--- config.mk ---
export PLATFORM = sky130hd
export DESIGN_NAME = fwd_ram
export DESIGN_NICKNAME = d
export VERILOG_FILES = /design/src/rtl/fwdram_pkg.sv /design/src/rtl/fwdram_store.sv /design/src/rtl/fwdram_fwd.sv /design/src/rtl/fwdram_rdreg.sv /design/src/rtl/fwd_ram.sv
export SDC_FILE = /design/constraint.sdc
export NUM_CORES = 1
export LEC_CHECK = 0
export BUFFER_PORTS_ARGS = -buffer_cell sky130_fd_sc_hd__buf_4
export CAP_MARGIN = 20
export CORE_MARGIN = 4
export CORE_UTILIZATION = 51
export CTS_BUF_LIST = sky130_fd_sc_hd__clkbuf_4 sky130_fd_sc_hd__clkbuf_8
export DETAILED_ROUTE_END_ITERATION = 7
export MAX_ROUTING_LAYER = met4
export PLACE_DENSITY = 0.68
export SYNTH_ARGS = -nofsm -noshare
export SYNTH_HDL_FRONTEND = slang
export SYNTH_SLANG_ARGS = --single-unit
export TNS_END_PERCENT = 5
--- constraint.sdc ---
create_clock -name clk -period 2.4 [get_ports clk]
set_clock_uncertainty 0.05 [all_clocks]
set_input_delay 0.6 -clock clk [delete_from_list [all_inputs] [get_ports clk]]
set_output_delay 0.6 -clock clk [all_outputs]
set_load 0.1 [all_outputs]
--- src/rtl/fwdram_pkg.sv ---
package fwdram_pkg;

  typedef enum logic {
    RD_ASYNC = 1'b0,
    RD_SYNC  = 1'b1
  } rd_mode_e;

endpackage

--- src/rtl/fwdram_store.sv ---
module fwdram_store #(
  parameter int ADDR_W = 4,
  parameter int DATA_W = 8
) (
  input  logic              clk,
  input  logic              rst_n,
  input  logic              we,
  input  logic [ADDR_W-1:0] wa,
  input  logic [DATA_W-1:0] wd,
  input  logic [ADDR_W-1:0] ra,
  output logic [DATA_W-1:0] rword
);
  localparam int DEPTH = 1 << ADDR_W;

  logic [DATA_W-1:0] cells [DEPTH];

  always_ff @(posedge clk) begin
    if (we) cells[wa] <= wd;
  end

  assign rword = cells[ra];

  // a write lands at the following edge
  a_r2_commit: assert property (@(posedge clk) disable iff (!rst_n)
    we |=> (cells[$past(wa)] == $past(wd)));

endmodule

--- src/rtl/fwdram_fwd.sv ---
module fwdram_fwd #(
  parameter int ADDR_W = 4
) (
  input  logic              we,
  input  logic [ADDR_W-1:0] wa,
  input  logic [ADDR_W-1:0] ra,
  output logic              hit
);
  function automatic logic collide(input logic en,
                                   input logic [ADDR_W-1:0] a,
                                   input logic [ADDR_W-1:0] b);
    return en && (a == b);
  endfunction

  assign hit = collide(we, wa, ra);
endmodule

--- src/rtl/fwdram_rdreg.sv ---
module fwdram_rdreg #(
  parameter int DATA_W = 8
) (
  input  logic              clk,
  input  logic              rst_n,
  input  logic              rd_en,
  input  logic              hit,
  input  logic [DATA_W-1:0] wd,
  input  logic [DATA_W-1:0] rword,
  output logic [DATA_W-1:0] q
);
  function automatic logic [DATA_W-1:0] pick(input logic h,
                                             input logic [DATA_W-1:0] fresh,
                                             input logic [DATA_W-1:0] stored);
    return h ? fresh : stored;
  endfunction

  always_ff @(posedge clk) begin
    if (!rst_n)     q <= '0;
    else if (rd_en) q <= pick(hit, wd, rword);
  end

  a_r3_forward: assert property (@(posedge clk) disable iff (!rst_n)
    (rd_en && hit) |=> (q == $past(wd)));

  a_r4_stored: assert property (@(posedge clk) disable iff (!rst_n)
    (rd_en && !hit) |=> (q == $past(rword)));

  a_r5_hold: assert property (@(posedge clk) disable iff (!rst_n)
    !rd_en |=> $stable(q));
endmodule

--- src/rtl/fwd_ram.sv ---
module fwd_ram #(
  parameter int                   ADDR_W  = 4,
  parameter int                   DATA_W  = 8,
  parameter fwdram_pkg::rd_mode_e RD_MODE = fwdram_pkg::RD_SYNC
) (
  input  logic              clk,
  input  logic              rst_n,
  input  logic              wr_en,
  input  logic [ADDR_W-1:0] wr_addr,
  input  logic [DATA_W-1:0] wr_data,
  input  logic              rd_en,
  input  logic [ADDR_W-1:0] rd_addr,
  output logic [DATA_W-1:0] rd_data
);
  import fwdram_pkg::*;

  logic [DATA_W-1:0] stored_word;
  logic              fwd_hit;

  fwdram_store #(.ADDR_W(ADDR_W), .DATA_W(DATA_W)) u_store (
    .clk  (clk),
    .rst_n(rst_n),
    .we   (wr_en),
    .wa   (wr_addr),
    .wd   (wr_data),
    .ra   (rd_addr),
    .rword(stored_word)
  );

  fwdram_fwd #(.ADDR_W(ADDR_W)) u_fwd (
    .we (wr_en),
    .wa (wr_addr),
    .ra (rd_addr),
    .hit(fwd_hit)
  );

  // a colliding write is seen by the array one edge later
  a_r2_visible: assert property (@(posedge clk) disable iff (!rst_n)
    fwd_hit |=> (rd_addr != $past(rd_addr) || stored_word == $past(wr_data)));

  generate
    if (RD_MODE == RD_SYNC) begin : g_sync
      fwdram_rdreg #(.DATA_W(DATA_W)) u_rdreg (
        .clk  (clk),
        .rst_n(rst_n),
        .rd_en(rd_en),
        .hit  (fwd_hit),
        .wd   (wr_data),
        .rword(stored_word),
        .q    (rd_data)
      );

      // one cycle of latency on a plain read
      a_r1_latency: assert property (@(posedge clk) disable iff (!rst_n)
        (rd_en && !wr_en) |=> (rd_data == $past(stored_word)));
    end else begin : g_async
      assign rd_data = stored_word;

      // a write shows up only after its edge
      a_r7_no_bypass: assert property (@(posedge clk) disable iff (!rst_n)
        wr_en |=> (rd_addr != $past(wr_addr) || rd_data == $past(wr_data)));
    end
  endgenerate
endmodule

==> results.ini <==
[sta]
setup_ws_ns = 0.561
max_freq_mhz = 544
fin_tns_setup_ns = 0
finalSetupViolations = 0
drv_slew = 0
hold_viol = 0
tightest_slew_ns = 0.475
rsz0062_at_grt = false
timing.final.crit_share = 0.766
holdWs_ns = 0.456
post-route-min-period_ns = 1.84
max-slew-margin-rel = 0.683

[clock_network]
numCtsBuffers = 17
clock_latency_ns = 0.43
post-cts-setup-buffer-count = 0
cts_resized = 0
cts_tree = yes
clock_path_buffers = 2
cts_sinks = 136
clkTransAtPathRegs_ns = 0.08
cts-root-buf = clkbuf_8
ctsHoldBuffers = 0
cts_max_level = 4

[layout]
layout.cells.non_filler = 489
num_antenna_cells = 0
fin_util = 0.611
area_delta_synth_final_pct = 15.5
drive_above_1_share = 0.280
fin_nets = 361

[die]
die_w_um = 112
pin_count = 28
die_area_um2 = 12500
die_h_um = 112
start_util = 0.529
row_count = 37
core_um2 = 10400

[yosys]
yosys.area.top_type = edfxtp_1
synth.most_common_cell = edfxtp_1
synth.area.top_cells = edfxtp_1, mux4_1, mux4_2, mux2i_1, dfxtp_1
synth-compound-area-share = 0.0520
synth_top_family_by_area = multiplexers
synth_area_um2 = 5510
ys_types = 31
ys_ff_latch = 136
async_reset_ff_frac = 0
synth_edf_count = 128
synth_xor_area_frac = 0.00636
syn_inst = 291
synth_fp_nets = 311
synthMuxAreaShare = 0.154
ys.flop_type = edfxtp_1
synth_top_cell_area_share = 0.698
yosysWarnings = 0
synth_fa_ha_area_frac = 0
yosysSeqAreaShare = 0.727
avgSynthCellArea_um2 = 18.9
ys_top_cells_by_count = edfxtp_1, mux2i_1, mux4_1, o21ai_0, nor2_1
synthSimpleGateAreaFrac = 0.0341

[worst_setup_path]
required_ns = 2.65
endpoint_kind = flop
arrival_ns = 2.09
cp_top_family = multiplexers
crit_chain = buf_4, mux4_1, mux2_2, nand2_1, a31oi_1
reg2reg_to = g_sync.u_rdreg.q[3]
critPathKind = in -> reg
crit_buf_inv = 1
worstSetupStartpointType = input pin
worstRegToRegCells = 4
r2r_slack_ns = 0.86
slowest_stage = mux4_1
cpPeakStageDelay_ns = 0.62
timing.rr.start = u_store.cells[5][3]
cp_max_fo = 26

[routing]
ant_nets = 0
vias = 2878
drc_errors = 0
drtIter0Drc = 341
wl_um = 11100
post_drt_wl_per_cell_um = 22.8
dr.pass1.iters = 4
viasPerCell = 5.89

[global_route]
grt_pass1_vias = 2979
antenna_found_initial = 0
grt_max_degree = 32
globalRoute.totalOverflow = 0
grt_util_all_layers = 0.197
grt_pass1_wl_um = 17700

[placement]
dpl.hpwl_um = 7180
port-buffer-count = 27
pre_cts_ws_ns = 0.103
dp.cells = 458
routabilityCongestion = 0.766

[power_and_ir_drop]
vdd_drop_max_uv = 366
p_leak_uw = 0.00225
powerDensity_nw_per_um2 = 793

[worst_hold_path]
hold_path_depth = 1
worstHoldStart = wr_data[5]
hold_path.class = in -> reg
holdPathEnd = u_store.cells[8][5]

[run]
max-cap-violations = 0

[outcome]
status = complete, no violations

## per-stage QoR
step	power, uW	cell area, um^2
after global placement	3120	5940
after global routing	5220	6360
after detailed placement	3130	5940
final	5050	6360
after floorplan	2980	5510
after CTS	5080	6360
## metal layers
layer  share of wire  GRT usage  vias to the layer above
li1                -          -                     1293
met2            0.47      0.276                      108
met4           0.010     0.0673                        0
met5               0          -                        -
met3           0.073     0.0538                       12
met1            0.45      0.281                     1465
## state kept, by name (all words and copies together) (netlist names)
signal            flops
u_store.cells       128
g_sync.u_rdreg.q      8
## final cells by class
class	count	area, um^2
fill	757	4050
sequential	136	4000
multi-input combinational	129	1360
timing repair buffer	49	380
clock buffer	18	241
clock inverter	13	178
tap	136	170
inverter	8	30.0
## layout by cell type (no fill, tap or decap)
master and count:
nor3_1 4, o21ai_0 15, nor3_4 1, mux4_1 16, dfxtp_1 8, clkbuf_4 1, edfxtp_1 128, inv_1 8
nor2_1 12, and2b_1 1, a21boi_2 1, xnor2_1 1, clkinvlp_4 2, nand2b_1 2, nand2_1 9, mux4_2 8
nand3_1 2, or2_2 1, buf_4 48, mux2_2 7, buf_12 1, a41o_1 8, a31oi_1 8, xor2_1 3
nand3b_1 2, mux2i_1 17, bufinv_16 4, a2bb2oi_1 1, or3b_2 1, inv_6 2, and2_1 2, clkbuf_8 17
clkinv_2 5, a221oi_1 7
## worst max path at each step
stage | endpoint | from | slack [ns] | cells past startpoint
finish | g_sync.u_rdreg.q[1] | rd_addr[0] | 0.56 | 5
CTS | g_sync.u_rdreg.q[1] | rd_addr[0] | 0.57 | 5
floorplan | u_store.cells[0][0] | wr_addr[2] | 0.26 | 2
detailed placement | g_sync.u_rdreg.q[2] | rd_addr[0] | 0.10 | 5
global placement | g_sync.u_rdreg.q[2] | rd_addr[0] | 0.1 | 5
global route | g_sync.u_rdreg.q[3] | rd_addr[0] | 0.48 | 6
## worst reg2reg max path, delay by kind of cell (launching register included)
| family | cells | cell delay, ns |
|---|---|---|
| AOI/OAI and AO/OA | 1 | 0.07 |
| muxes | 2 | 0.85 |
| and+or+nand+nor | 1 | 0.07 |
| DFF | 1 | 0.39 |
## kinds of logic after synthesis
| group | Yosys count |
|---|---|
| buffers and inverters | 26 |
| xor gates and xnor gates | 4 |
| AOI/OAI and AO/OA | 40 |
| and+or+nand+nor | 37 |
| muxes | 48 |
| DFF | 136 |
## power by group
group | internal, uW | leakage, uW | switching (uW)
clock network | 1130 | 0.000212 | 841
logic | 144 | 0.000814 | 265
registers | 2650 | 0.00122 | 17.0
No activity file was read; power rests on OpenSTA's default activity.
